`config.mk`:
```
export PLATFORM = sky130hd
export DESIGN_NAME = byteacc_alu
export DESIGN_NICKNAME = d
export VERILOG_FILES = /design/src/rtl/byteacc_pkg.sv /design/src/rtl/byteacc_addsub.sv /design/src/rtl/byteacc_bitops.sv /design/src/rtl/byteacc_mul.sv /design/src/rtl/byteacc_alu.sv
export SDC_FILE = /design/constraint.sdc
export NUM_CORES = 1
export LEC_CHECK = 0
export BUFFER_PORTS_ARGS = -buffer_cell sky130_fd_sc_hd__buf_2
export CORE_MARGIN = 2
export CORE_UTILIZATION = 45
export DETAILED_ROUTE_END_ITERATION = 16
export GPL_TIMING_DRIVEN = 0
export SYNTH_ARGS = -nofsm -noshare
export SYNTH_HDL_FRONTEND = slang
export SYNTH_SLANG_ARGS = --single-unit
```
`constraint.sdc`:
```
create_clock -name clk -period 7.13 [get_ports clk]
set_input_delay 0.3565 -clock clk [delete_from_list [all_inputs] [get_ports clk]]
set_output_delay 0.3565 -clock clk [all_outputs]
set_load 0.01 [all_outputs]
```
`src/rtl/byteacc_pkg.sv`:
```
package byteacc_pkg;

    localparam int DW = 8;
    localparam int HW = DW / 2;
    localparam int PW = 2 * DW;

    typedef enum logic [4:0] {
        OP_ADD  = 5'd0,  OP_ADDC = 5'd1,  OP_SUB  = 5'd2,  OP_SUBC = 5'd3,
        OP_INC  = 5'd4,  OP_DEC  = 5'd5,  OP_AND  = 5'd6,  OP_OR   = 5'd7,
        OP_XOR  = 5'd8,  OP_NOT  = 5'd9,  OP_SWAP = 5'd10, OP_RL   = 5'd11,
        OP_RR   = 5'd12, OP_MOV  = 5'd13, OP_TEST = 5'd14, OP_CLR  = 5'd15,
        OP_CMP  = 5'd16, OP_MULU = 5'd17, OP_MULS = 5'd18
    } alu_op_e;

    typedef struct packed {
        logic [DW-1:0] val;
        logic          co;
        logic          hc;
    } sum_t;

    typedef struct packed {
        logic writes;
        logic upd_c;
        logic upd_dc;
        logic upd_z;
        logic w_only;
    } ctl_t;

    function automatic sum_t add3(input logic [DW-1:0] a, input logic [DW-1:0] b,
                                  input logic cin);
        logic [HW:0] lo;
        logic [HW:0] hi;
        sum_t s;
        lo = {1'b0, a[HW-1:0]} + {1'b0, b[HW-1:0]} + {{HW{1'b0}}, cin};
        hi = {1'b0, a[DW-1:HW]} + {1'b0, b[DW-1:HW]} + {{HW{1'b0}}, lo[HW]};
        s.val = {hi[HW-1:0], lo[HW-1:0]};
        s.co  = hi[HW];
        s.hc  = lo[HW];
        return s;
    endfunction

    function automatic ctl_t op_ctl(input alu_op_e op);
        ctl_t c;
        c = '0;
        case (op)
            OP_ADD, OP_ADDC, OP_SUB, OP_SUBC: c = '{1'b1, 1'b1, 1'b1, 1'b1, 1'b0};
            OP_INC, OP_DEC, OP_AND, OP_OR, OP_XOR, OP_NOT, OP_CLR, OP_MOV:
                c = '{1'b1, 1'b0, 1'b0, 1'b1, 1'b0};
            OP_SWAP:          c = '{1'b1, 1'b0, 1'b0, 1'b0, 1'b0};
            OP_RL, OP_RR:     c = '{1'b1, 1'b1, 1'b0, 1'b0, 1'b0};
            OP_TEST:          c = '{1'b0, 1'b0, 1'b0, 1'b1, 1'b0};
            OP_CMP:           c = '{1'b0, 1'b1, 1'b1, 1'b1, 1'b0};
            OP_MULU, OP_MULS: c = '{1'b1, 1'b0, 1'b0, 1'b0, 1'b1};
            default:          c = '0;
        endcase
        return c;
    endfunction

endpackage

```
`src/rtl/byteacc_addsub.sv`:
```
module byteacc_addsub
    import byteacc_pkg::*;
(
    input  alu_op_e       op,
    input  logic [DW-1:0] w,
    input  logic [DW-1:0] f,
    input  logic          cin,
    output sum_t          s
);
    logic [DW-1:0] a, b;
    logic          ci;

    // Subtraction is done as a + ~b + 1 (or + carry), so the carry out is the not-borrow.
    always_comb begin
        a  = f;
        b  = '0;
        ci = 1'b0;
        case (op)
            OP_ADD:  begin a = w; b = f;  ci = 1'b0; end
            OP_ADDC: begin a = w; b = f;  ci = cin;  end
            OP_SUB:  begin a = f; b = ~w; ci = 1'b1; end
            OP_SUBC: begin a = f; b = ~w; ci = cin;  end
            OP_INC:  begin a = f; b = '0; ci = 1'b1; end
            OP_DEC:  begin a = f; b = '1; ci = 1'b0; end
            OP_CMP:  begin a = w; b = ~f; ci = 1'b1; end
            default: begin a = f; b = '0; ci = 1'b0; end
        endcase
        s = add3(a, b, ci);
    end
endmodule

```
`src/rtl/byteacc_bitops.sv`:
```
module byteacc_bitops
    import byteacc_pkg::*;
(
    input  alu_op_e       op,
    input  logic          dir,
    input  logic [DW-1:0] w,
    input  logic [DW-1:0] f,
    input  logic          cin,
    output logic [DW-1:0] res,
    output logic          rot_c
);
    always_comb begin
        case (op)
            OP_AND:  res = w & f;
            OP_OR:   res = w | f;
            OP_XOR:  res = w ^ f;
            OP_NOT:  res = ~f;
            OP_SWAP: res = {f[HW-1:0], f[DW-1:HW]};
            OP_RL:   res = {f[DW-2:0], cin};
            OP_RR:   res = {cin, f[DW-1:1]};
            OP_MOV:  res = dir ? f : w;
            OP_CLR:  res = '0;
            default: res = f;
        endcase
        rot_c = (op == OP_RL) ? f[DW-1] : f[0];
    end
endmodule

```
`src/rtl/byteacc_mul.sv`:
```
module byteacc_mul
    import byteacc_pkg::*;
(
    input  logic          is_signed,
    input  logic [DW-1:0] w,
    input  logic [DW-1:0] f,
    output logic [PW-1:0] prod
);
    logic signed [PW-1:0] sp;
    logic        [PW-1:0] up;

    always_comb begin
        sp   = PW'($signed(w)) * PW'($signed(f));
        up   = {{DW{1'b0}}, w} * {{DW{1'b0}}, f};
        prod = is_signed ? $unsigned(sp) : up;
    end
endmodule

```
`src/rtl/byteacc_alu.sv`:
```
module byteacc_alu
    import byteacc_pkg::*;
(
    input  logic          clk,
    input  logic          rst,
    input  logic          in_valid,
    input  logic [4:0]    op,
    input  logic          dir,
    input  logic [DW-1:0] w_in,
    input  logic [DW-1:0] f_in,
    input  logic          c_in,
    output logic          out_valid,
    output logic [DW-1:0] result,
    output logic [DW-1:0] prod_hi,
    output logic          wr_w,
    output logic          wr_f,
    output logic          c_flag,
    output logic          dc_flag,
    output logic          z_flag
);
    alu_op_e       op_e;
    ctl_t          ctl;
    sum_t          arith;
    logic [DW-1:0] bits_res;
    logic          rot_c;
    logic [PW-1:0] prod;
    logic          is_mul;
    logic [DW-1:0] res_n;
    logic          c_n, dc_n, z_n;

    assign op_e   = alu_op_e'(op);
    assign ctl    = op_ctl(op_e);
    assign is_mul = (op_e == OP_MULU) || (op_e == OP_MULS);

    byteacc_addsub u_addsub (.op(op_e), .w(w_in), .f(f_in), .cin(c_in), .s(arith));
    byteacc_bitops u_bitops (.op(op_e), .dir(dir), .w(w_in), .f(f_in), .cin(c_in),
                             .res(bits_res), .rot_c(rot_c));
    byteacc_mul    u_mul    (.is_signed(op_e == OP_MULS), .w(w_in), .f(f_in), .prod(prod));

    always_comb begin
        case (op_e)
            OP_ADD, OP_ADDC, OP_SUB, OP_SUBC, OP_INC, OP_DEC, OP_CMP: res_n = arith.val;
            OP_MULU, OP_MULS: res_n = prod[DW-1:0];
            default:          res_n = bits_res;
        endcase
        c_n  = c_flag;
        dc_n = dc_flag;
        z_n  = z_flag;
        if (ctl.upd_c)  c_n  = (op_e == OP_RL || op_e == OP_RR) ? rot_c : arith.co;
        if (ctl.upd_dc) dc_n = arith.hc;
        if (ctl.upd_z)  z_n  = (res_n == '0);
    end

    always_ff @(posedge clk) begin
        if (rst) begin
            out_valid <= 1'b0;
            result    <= '0;
            prod_hi   <= '0;
            wr_w      <= 1'b0;
            wr_f      <= 1'b0;
            c_flag    <= 1'b0;
            dc_flag   <= 1'b0;
            z_flag    <= 1'b0;
        end else begin
            out_valid <= in_valid;
            wr_w      <= in_valid && ctl.writes && (dir || ctl.w_only);
            wr_f      <= in_valid && ctl.writes && !dir && !ctl.w_only;
            if (in_valid) begin
                result  <= res_n;
                c_flag  <= c_n;
                dc_flag <= dc_n;
                z_flag  <= z_n;
                if (is_mul) prod_hi <= prod[PW-1:DW];
            end
        end
    end

    assert_single_target_R1: assert property (@(posedge clk) disable iff (rst)
        !(wr_w && wr_f));

    assert_compare_no_write_R4: assert property (@(posedge clk) disable iff (rst)
        (in_valid && op == 5'd16) |=> (!wr_w && !wr_f));

    assert_count_keeps_carry_R5: assert property (@(posedge clk) disable iff (rst)
        (in_valid && (op == 5'd4 || op == 5'd5)) |=> (c_flag == $past(c_flag) && dc_flag == $past(dc_flag)));

    assert_swap_flags_R8: assert property (@(posedge clk) disable iff (rst)
        (in_valid && op == 5'd10) |=> $stable({c_flag, dc_flag, z_flag}));

    assert_mul_to_w_R10: assert property (@(posedge clk) disable iff (rst)
        (in_valid && (op == 5'd17 || op == 5'd18)) |=> (wr_w && !wr_f));

    assert_idle_quiet_R11: assert property (@(posedge clk) disable iff (rst)
        !in_valid |=> (!out_valid && !wr_w && !wr_f && $stable({c_flag, dc_flag, z_flag, prod_hi})));
endmodule

```
==> metrics.txt, run 1 <==
DP Worst Slack 1.36 ns; WP buf/inv 5; CP max-delay cell fa_1; fin util 49.6%; drt drc 0; most frequent cells in the layout inv_1 (133), fa_1 (89), ha_1 (86), nor2_1 (85), nand2_1 (56); WP data arrival 5.66 ns; Worst Path Class, Setup primary input to flip-flop; first-pass GRT wire length 35.1 mm; commonest non-fill, non-tap cell in the layout inv_1; # hold bufs at CTS 0; GR Util All Layers 28.4%; Max-cap violations 0; Worst-Margin Slew 0.968 ns; delay of the slowest cell on the worst path 0.50 ns; GRT Residual Overflow 0; Startpoint Class primary input; Leakage 3.58 nW; Tcrit/Tclk final 76.9%; Post-CTS Setup Repair Bufs 0; layout cells sized above 1 8.73%; clock skew 0 ns; Final Setup Violations 0; number of I/O pins 48; Die Footprint 15700 sq um; Reg clk slew, reported paths 0.06 ns; H-Tree Depth 1; crit-path leading delay family adder cells; worst path required time 7.30 ns; Final Net Count 1061; FF-to-FF path depth 2; Pre-Repair DR Iteration Count 5; vias per inst 5.86; core footprint 14400 sq um; Post-DP HPWL 17.7 mm; Fillers 1458; antenna violations before repair 0; WP depth 18; YS warnings 0; worst-case clock buffer depth 2; ys async rst share 0%; fin crit period 5.49 ns; sequential share of the synthesized area 6.67%; Final Hold Fails 0; Hold Crit Depth 3; Fin Setup TNS 0 ns; status finished clean; ant diodes 0; First DRT Iteration DRCs 504; CTS tree yes; synthesized instance count 809; Hold Path Class primary input to flip-flop; largest net degree at the start of global routing 13; synth unique cells 65; detailed-route via count 6117; Routed WL per cell 20.6 microns; Slew Limit Fails 0; clk sinks 22; CP most frequent cell fa_1; post-route setup slack 1.64 ns; Peak VDD IR 0.314 mV; Pwr Density 230 nW/um^2; RSZ-0062 raised after global routing no; number of synthesized register bits 22; GPL Wtd Cong 0.924; Syn Nets 1010; Area Overhead vs Synth 8.31%; clock root buffer clkbuf_16; Initial Util 45.8%; number of enable flip-flop cells after synthesis 0; Worst slew margin 34.6%; Skew-Pair Late Insertion Delay 0.26 ns; synthesized area per cell 8.17 sq um; number of global-route vias before repair 6516; post-route ant nets 0; post-cts repair resize count 0; Mapped Area 6610 sq um; port bufs 46; overall routed net length 21.5 mm; Die Height 125 microns; Die W 125 microns; Critical Path End Type flip-flop; cells along the critical path buf_2 -> clkbuf_1 -> clkinv_1 -> nor2_1 -> fa_1 -> inv_1 -> fa_1 -> fa_1 -> inv_1 -> fa_1 -> ha_1 -> nand3_1 -> o211ai_1 -> o41ai_1 -> o21ai_0 -> xor2_1 -> a21oi_1 -> a211oi_1; ys flop type dfxtp_1; Fmax achieved 182 MHz; CP max FO 9; Num CTS Buffers 3; row count 44
## flip-flops by register name, summed over array words and instances, names as in the netlist
signal	cells
result	8
wr_w	1
prod_hi	8
c_flag	1
dc_flag	1
wr_f	1
out_valid	1
z_flag	1
## per-stage QoR
| stage | total power, mW | area [sq um] | cells | hold WS, ns |
|---|---|---|---|---|
| finish | 1.65 | 7160 | 1043 | 0.429 |
| global route | 1.82 | 7160 | 1043 | 0.467 |
| CTS | 1.66 | 7160 | 1043 | 0.426 |
| detailed placement | 1.52 | 7070 | 1039 | 0.473 |
| global placement | 1.49 | 7070 | 1039 | 0.466 |
| floorplan | 1.14 | 6610 | 809 | 0.490 |
## worst register-to-register path: stages (launching register included)
cell and delay [ns]:
dfxtp_1 0.33, a21oi_1 0.04, a311oi_1 0.24
## synth_stat cells, drive strengths merged, types with 2 or more instances
master     n  area share, %
a211oi    17            1.9
a21o       6           0.68
a21oi     45            3.4
a221oi    13            1.9
a222oi     2           0.30
a22oi      3           0.42
a311oi     6           0.89
a31oi      7           0.66
and2       8           0.76
and3       5           0.47
and4bb     3           0.57
buf       15            1.3
clkbuf    21            1.2
clkinv     5           0.28
dfxtp     22            6.7
fa        89             27
ha        86             16
inv      133            7.6
mux2i     10            1.5
nand2     56            3.2
nand2b     6           0.57
nand3      8           0.61
nand3b    10            1.1
nand4      6           0.57
nand4bb    2           0.34
nor2      85            4.8
nor2b      4           0.38
nor3      15            1.1
nor3b      4           0.53
nor4       2           0.19
nor4bb     2           0.30
o211ai     8           0.91
o21a       3           0.34
o21ai     34            2.6
o21bai     4           0.45
o22ai      7           0.66
o2bb2ai    2           0.27
o31ai      2           0.23
o41ai      2           0.38
or2        5           0.47
or3        3           0.28
xnor2     22            2.9
xor2       9            1.2
## metal layers
| metal | vias up | part of all wire, % | GRT usage [%] |
|---|---|---|---|
| li1 | 2811 | - | - |
| met1 | 3014 | 41 | 36.9 |
| met2 | 230 | 47 | 47.4 |
| met3 | 62 | 6.2 | 3.89 |
| met4 | 0 | 5.5 | 12.5 |
| met5 | - | 0 | 0 |
## logic make-up (layout without fill, tap and decap cells)
| family | Yosys count | count (layout) | share of synthesized area (%) |
|---|---|---|---|
| adders and majority gates | 175 | 175 | 43.3 |
| buffers and inverters | 174 | 224 | 10.3 |
| muxes | 10 | 10 | 1.52 |
| DFF | 22 | 22 | 6.67 |
| xor gates and xnor gates | 31 | 31 | 4.11 |
| and+or+nand+nor | 229 | 229 | 17.1 |
| AOI/OAI and AO/OA | 168 | 168 | 17.0 |
## worst paths after layout
check             startpoint         end  slack, ns
setup / recovery     f_in[2]  prod_hi[6]       1.64
hold / removal      in_valid   out_valid       0.43
setup reg to reg      c_flag      c_flag       6.43
hold reg to reg   prod_hi[4]  prod_hi[4]       0.47
## cell type report
| class | count | area (sq um) | area share (%) |
|---|---|---|---|
| multi-input cells | 613 | 5480 | 76.6 |
| well taps | 184 | 230 | 3.22 |
| clock buffers | 4 | 88.8 | 1.24 |
| plain buffers | 36 | 164 | 2.29 |
| repair buffers | 46 | 230 | 3.22 |
| flip-flops and latches | 22 | 440 | 6.15 |
| inverters | 138 | 518 | 7.24 |
## power breakdown
group          total, mW  leakage, nW  switching, mW  internal [mW]
logic               1.38         3.35          0.808          0.576
registers          0.133        0.180        0.00300          0.130
clock network      0.132       0.0442         0.0464         0.0858
total               1.65         3.58          0.858          0.791
No activity file was read; power rests on OpenSTA's default activity.
==> run 2: changes to the inputs <==
==> constraint.sdc (replaced) <==
create_clock -name clk -period 4.65 [get_ports clk]
set_input_delay 0.2325 -clock clk [delete_from_list [all_inputs] [get_ports clk]]
set_output_delay 0.2325 -clock clk [all_outputs]
set_load 0.01 [all_outputs]
==> run 2 against run 1 <==
  * Via count grew 1.2%
  * Flip-flop and latch count is the same
  * Critical path type unchanged
  * Highest routed layer unchanged
  * Setup slack lost 1.4 ns
  * Hold slack lost 0.12 ns
  * Non-clock buffer count grew 10
  * Critical endpoint unchanged
  * Clock power grew 53%
  * Count of clock-buffer cells in the layout is the same
  * Critical path depth shrank 2
  * Final area grew 4.2%
==> metrics.txt, run 2 (synthesis gave the netlist of run 1 again) <==
row count 44 (unchanged); Peak VDD IR 0.484 mV (was 0.314 mV); Slew Limit Fails 0 (unchanged); Net Sw Power 1.36 mW (was 0.858 mW); Worst-Margin Slew 0.951 ns (was 0.968 ns); clk sinks 22 (unchanged); CP max-delay cell fa_1 (unchanged); post-route ant nets 0 (unchanged); GPL Wtd Cong 0.924 (unchanged); Skew-Pair Late Insertion Delay 0.26 ns (about the same); Pwr Density 355 nW/um^2 (was 230 nW/um^2); Final Hold Fails 0 (unchanged); most frequent cells in the layout inv_1 (125), fa_1 (87), ha_1 (81), nor2_1 (80), nand2_1 (55) (was inv_1 (133), fa_1 (89), ha_1 (86), nor2_1 (85), nand2_1 (56)); core footprint 14400 sq um (unchanged); Comb pwr share 84.7% (was 83.9%); Pre-Repair DR Iteration Count 7 (was 5); First DRT Iteration DRCs 454 (was 504); Worst Path Class, Setup primary input to flip-flop (unchanged); CP max FO 11 (was 9); Max-cap violations 0 (unchanged); Net Sw Frac 51.4% (was 52.0%); Die W 125 microns (unchanged); port bufs 46 (unchanged); worst path required time 4.82 ns (was 7.30 ns); worst-case clock buffer depth 2 (unchanged); Final Setup Violations 0 (unchanged); Tcrit/Tclk final 95.2%; Internal Power 1.29 mW (was 0.791 mW); Leakage 3.65 nW (was 3.58 nW); Num CTS Buffers 3 (unchanged); Reg clk slew, reported paths 0.06 ns (about the same); Hold Path Class primary input to flip-flop (unchanged); worst flop-to-flop path startpoint result[4] (was c_flag); Final Net Count 1071 (was 1061); cells along the critical path clkbuf_4 -> clkbuf_4 -> nand2_1 -> fa_1 -> fa_1 -> inv_1 -> fa_1 -> fa_1 -> ha_1 -> nand3_1 -> o211ai_1 -> o41ai_2 -> o21ai_1 -> xor2_1 -> a21oi_1 -> a211oi_1 (was buf_2 -> clkbuf_1 -> clkinv_1 -> nor2_1 -> fa_1 -> inv_1 -> fa_1 -> fa_1 -> inv_1 -> fa_1 -> ha_1 -> nand3_1 -> o211ai_1 -> o41ai_1 -> o21ai_0 -> xor2_1 -> a21oi_1 -> a211oi_1); Routed WL per cell 20.5 microns (was 20.6 microns); # hold bufs at CTS 0 (unchanged); first-pass GRT wire length 35.1 mm (about the same); FF-to-FF path depth 2 (unchanged); crit-path leading delay family adder cells (unchanged); ant diodes 0 (unchanged); placed cell areas 7070 sq um (unchanged); Worst slew margin 35.7% (was 34.6%); CTS tree yes (unchanged); overall routed net length 21.6 mm (was 21.5 mm); Startpoint Class primary input (unchanged); r2r setup slk 3.95 ns (was 6.43 ns); largest registers prod_hi: 8 flops, result: 8 flops (unchanged); fin crit period 4.43 ns; Initial Util 45.8% (unchanged); number of I/O pins 48 (unchanged); fin util 51.7% (was 49.6%); WP buf/inv 3 (was 5); Critical Path End Type flip-flop (unchanged); H-Tree Depth 1 (unchanged); Hold Path End out_valid (unchanged); vias per inst 5.88 (was 5.86); number of global-route vias before repair 6492 (was 6516); clock root buffer clkbuf_16 (unchanged); Clock Power Share 7.6% (was 8.0%); sequential share of power 7.7% (was 8.0%); Hold Crit Depth 3 (unchanged); largest net degree at the start of global routing 17 (was 13); Die Height 125 microns (unchanged); clock skew 0 ns (unchanged); Die Footprint 15700 sq um (unchanged); detailed-route via count 6188 (was 6117); layout cells sized above 1 15.7% (was 8.73%); drt drc 0 (unchanged); GRT Residual Overflow 0 (unchanged); Post-DP HPWL 17.7 mm (unchanged); commonest non-fill, non-tap cell in the layout inv_1 (unchanged); worst hold slack 0.311 ns (was 0.429 ns); Area Overhead vs Synth 12.9% (was 8.31%); worst reg2reg path endpoint result[4] (was c_flag); WP data arrival 4.60 ns (was 5.66 ns); Hold Path Origin rst (was in_valid); Fin Setup TNS 0 ns (unchanged); status finished clean (unchanged); Fmax achieved 226 MHz; CP most frequent cell fa_1 (unchanged); delay of the slowest cell on the worst path 0.51 ns (was 0.50 ns); GR Util All Layers 28.4% (about the same); Post-Layout Inst Area 7460 sq um (was 7160 sq um); antenna violations before repair 0 (unchanged)
[run 2: changes by cell type in the layout (fill, tap and decap cells not counted), moves of 6 or more]
cell,before,now
buf_4,3,24
clkbuf_1,21,8
clkinvlp_4,0,10
clkbuf_4,0,8
inv_1,133,125
buf_2,54,48
[run 2: worst max-delay path by stage]
| stage | from | endpoint | slack, ns | cells past startpoint |
|---|---|---|---|---|
| floorplan | f_in[2] | prod_hi[6] | 0.18 | 17 |
| CTS | f_in[0] | prod_hi[6] | 0.03 | 18 |
| global route | w_in[2] | prod_hi[6] | -0.003 | 18 |
| detailed placement | f_in[2] | prod_hi[6] | -0.99 | 18 |
| global placement | f_in[2] | prod_hi[6] | -0.94 | 18 |
| finish | f_in[7] | prod_hi[6] | 0.22 | 16 |
[run 2: layout make-up]
class | count | area [sq um]
fillers | 1435 | 6970
multi-input cells | 613 | 5590
inverters | 138 | 566
flip-flops and latches | 22 | 440
repair buffers | 65 | 388
well taps | 184 | 230
plain buffers | 27 | 154
clock buffers | 4 | 88.8
[run 2: power by group through the flow]
| stage | logic (mW) | registers (mW) | clock network (mW) |
|---|---|---|---|
| floorplan | 1.53 | 0.212 | 0 |
| global placement | 2.07 | 0.207 | 0 |
| detailed placement | 2.12 | 0.207 | 0 |
| CTS | 2.14 | 0.203 | 0.208 |
| global route | 2.49 | 0.205 | 0.215 |
| finish | 2.24 | 0.203 | 0.202 |
[run 2: metrics by stage]
step | std cells | setup WS, ns | power, mW
3_5_place_dp | 1039 | -0.995 | 2.32
6_report | 1053 | 0.223 | 2.65
5_1_grt | 1053 | -0.00286 | 2.91
2_1_floorplan | 809 | 0.177 | 1.75
3_3_place_gp | 1039 | -0.942 | 2.28
4_1_cts | 1037 | 0.0307 | 2.56
[run 2: worst register-to-register path, stage by stage, from the launching register on]
cell and delay [ns]:
dfxtp_1 0.34, nor2_1 0.05, a211oi_1 0.23
[run 2: layer usage]
| metal | routed length [microns] | GRT usage (%) |
|---|---|---|
| met1 | 9060 | 37.3 |
| met2 | 10300 | 47.6 |
| met3 | 1280 | 3.55 |
| met4 | 899 | 11.4 |
| met5 | 0 | 0 |
[run 2: repair_timing]
item,4_1_cts,5_1_grt
setup endpoints to repair,10,8
gates resized for setup,12,59
pin swaps,1,1
buffers inserted,1,18
endpoints found under the hold margin,0,0
==> run 3: changes to the inputs <==
--- a/config.mk
+++ b/config.mk
@@ -5,10 +5,11 @@
 export SDC_FILE = /design/constraint.sdc
 export NUM_CORES = 1
 export LEC_CHECK = 0
-export BUFFER_PORTS_ARGS = -buffer_cell sky130_fd_sc_hd__buf_2
 export CORE_MARGIN = 2
 export CORE_UTILIZATION = 45
+export CTS_CLUSTER_DIAMETER = 150
 export DETAILED_ROUTE_END_ITERATION = 16
+export DONT_BUFFER_PORTS = 1
 export GPL_TIMING_DRIVEN = 0
 export SYNTH_ARGS = -nofsm -noshare
 export SYNTH_HDL_FRONTEND = slang
==> run 3 against run 2 <==
  * Count of clock-buffer cells in the layout unchanged
  * Power is 2.7% lower
  * Final area down 4.4%
  * Setup slack got worse by 0.0082 ns
  * Critical path depth is 1 higher
  * Utilization decreased by 2.3 points
  * Non-clock buffer count shrank 45
  * Sequential share of layout area increased by 0.27 points
  * Flip-flop and latch count is the same
  * Largest cell class unchanged
  * Largest power group unchanged
==> metrics.txt, run 3 (synthesis gave the netlist of run 1 again) <==
worst path required time 4.83 ns (was 4.82 ns); delay of the slowest cell on the worst path 0.54 ns (was 0.51 ns); Final Setup Violations 0 (unchanged); Pre-Repair DR Iteration Count 5 (was 7); cells along the critical path clkbuf_2 -> nand2_1 -> inv_1 -> fa_1 -> inv_1 -> fa_1 -> inv_1 -> fa_1 -> fa_1 -> ha_1 -> or2_2 -> a21oi_1 -> o31ai_2 -> o211ai_1 -> xnor2_1 -> nand2_1 -> a211oi_1 (was clkbuf_4 -> clkbuf_4 -> nand2_1 -> fa_1 -> fa_1 -> inv_1 -> fa_1 -> fa_1 -> ha_1 -> nand3_1 -> o211ai_1 -> o41ai_2 -> o21ai_1 -> xor2_1 -> a21oi_1 -> a211oi_1); Num CTS Buffers 3 (unchanged); Final Net Count 1026 (was 1071); first-pass GRT wire length 35.5 mm (was 35.1 mm); ant diodes 0 (unchanged); worst-case clock buffer depth 2 (unchanged); GRT Residual Overflow 0 (unchanged); fin crit period 4.44 ns (was 4.43 ns); Initial Util 45.8% (unchanged); Reg clk slew, reported paths 0.06 ns (about the same); row count 44 (unchanged); most frequent cells in the layout inv_1 (128), fa_1 (89), ha_1 (83), nor2_1 (82), nand2_1 (55) (was inv_1 (125), fa_1 (87), ha_1 (81), nor2_1 (80), nand2_1 (55)); CP most frequent cell fa_1 (unchanged); GPL Wtd Cong 0.903 (was 0.924); Max-cap violations 0 (unchanged); Fmax achieved 225 MHz (was 226 MHz); CTS tree yes (unchanged); dpl cells 993 (was 1039); First DRT Iteration DRCs 372 (was 454); largest net degree at the start of global routing 13 (was 17); Post-DP HPWL 17.8 mm (was 17.7 mm); layout cells sized above 1 9.34% (was 15.7%); overall routed net length 21.9 mm (was 21.6 mm); core footprint 14400 sq um (unchanged); Slew Limit Fails 0 (unchanged); Area Overhead vs Synth 7.97% (was 12.9%); WP data arrival 4.61 ns (was 4.60 ns); clk sinks 22 (unchanged); vias per inst 5.94 (was 5.88); Total Power 2.58 mW (was 2.65 mW); Worst-Margin Slew 1.04 ns (was 0.951 ns); Skew-Pair Late Insertion Delay 0.26 ns (about the same); antenna violations before repair 0 (unchanged); crit-path leading delay family adder cells (unchanged); Peak VDD IR 0.603 mV (was 0.484 mV); Worst slew margin 29.4% (was 35.7%); Tcrit/Tclk final 95.4% (was 95.2%); Startpoint Class primary input (unchanged); Pwr Density 361 nW/um^2 (was 355 nW/um^2); Routed WL per cell 21.7 microns (was 20.5 microns); CP max FO 10 (was 11); Leakage 3.46 nW (was 3.65 nW); Worst Path Class, Setup primary input to flip-flop (unchanged); detailed-route via count 5989 (was 6188); number of I/O pins 48 (unchanged); GR Util All Layers 28.9% (was 28.4%); post-route ant nets 0 (unchanged); Non-Filler Instances 1008 (was 1053); Die W 125 microns (unchanged); number of global-route vias before repair 6342 (was 6492); Die Height 125 microns (unchanged); Critical Path End Type flip-flop (unchanged); status finished clean (unchanged); drt drc 0 (unchanged); commonest non-fill, non-tap cell in the layout inv_1 (unchanged); port bufs 0 (was 46); clock root buffer clkbuf_16 (unchanged); Die Footprint 15700 sq um (unchanged); WP buf/inv 4 (was 3); largest registers prod_hi: 8 flops, result: 8 flops (unchanged); Final Hold Fails 0 (unchanged); Hold Path Class primary input to flip-flop (unchanged); clock skew 0 ns (unchanged); H-Tree Depth 1 (unchanged); CP max-delay cell fa_1 (unchanged)
[run 3: cell count changes in the layout (fill, tap and decap cells not counted), sizes merged]
| cell | change |
|---|---|
| clkinvlp | -6 |
| inv | +3 |
| buf | -47 |
| clkinv | +3 |
| clkbuf | +2 |
[run 3: worst reg2reg max path, cell delays in order (launching register included)]
cell and delay, ns:
dfxtp_1 0.39, a21oi_1 0.06, a311oi_1 0.25
[run 3: layer usage]
metal | GRT usage [%] | wire [microns]
met5 | 0 | 0
met2 | 50.3 | 10900
met4 | 7.39 | 651
met1 | 37.6 | 8920
met3 | 4.54 | 1420
[run 3: path summary, 6_finish.rpt]
kind	endpoint	from	depth (start not counted)	slack, ns
min	out_valid	in_valid	2	0.13
max reg2reg	c_flag	c_flag	2	3.86
min reg2reg	result[1]	result[1]	2	0.54
max	prod_hi[6]	f_in[6]	17	0.21
[run 3: through the flow]
step                      hold WS [ns]  utilization, %  area (sq um)  setup TNS [ns]  worst slack, ns
after global placement           0.392            47.4          6840           -5.18           -0.869
after detailed placement         0.411            47.4          6840           -5.22           -0.814
after floorplan                  0.372               -          6610               0            0.177
final                            0.132            49.5          7130               0            0.215
after CTS                        0.140            48.2          6950               0           0.0279
after global routing             0.140            49.5          7130         -0.0107          -0.0107
[run 3: power by group]
part / leakage (nW) / switching, mW / internal, mW
combinational: 3.23 / 1.24 / 0.917
sequential: 0.180 / 0.0112 / 0.199
clock: 0.0442 / 0.0745 / 0.132
total: 3.46 / 1.33 / 1.25
[run 3: final cells by class]
class,count,area [sq um]
plain buffers,34,185
clock buffers,4,88.8
fillers,1417,7290
inverters,138,541
multi-input cells,613,5550
flip-flops and latches,22,440
well taps,184,230
repair buffers,13,97.6
[run 3: timing repair]
item | CTS | global route
resized for setup | 14 | 40
setup buffers | 0 | 13
endpoints found under the setup margin | 10 | 9
hold buffers | 0 | 0
pin swaps | 0 | 3
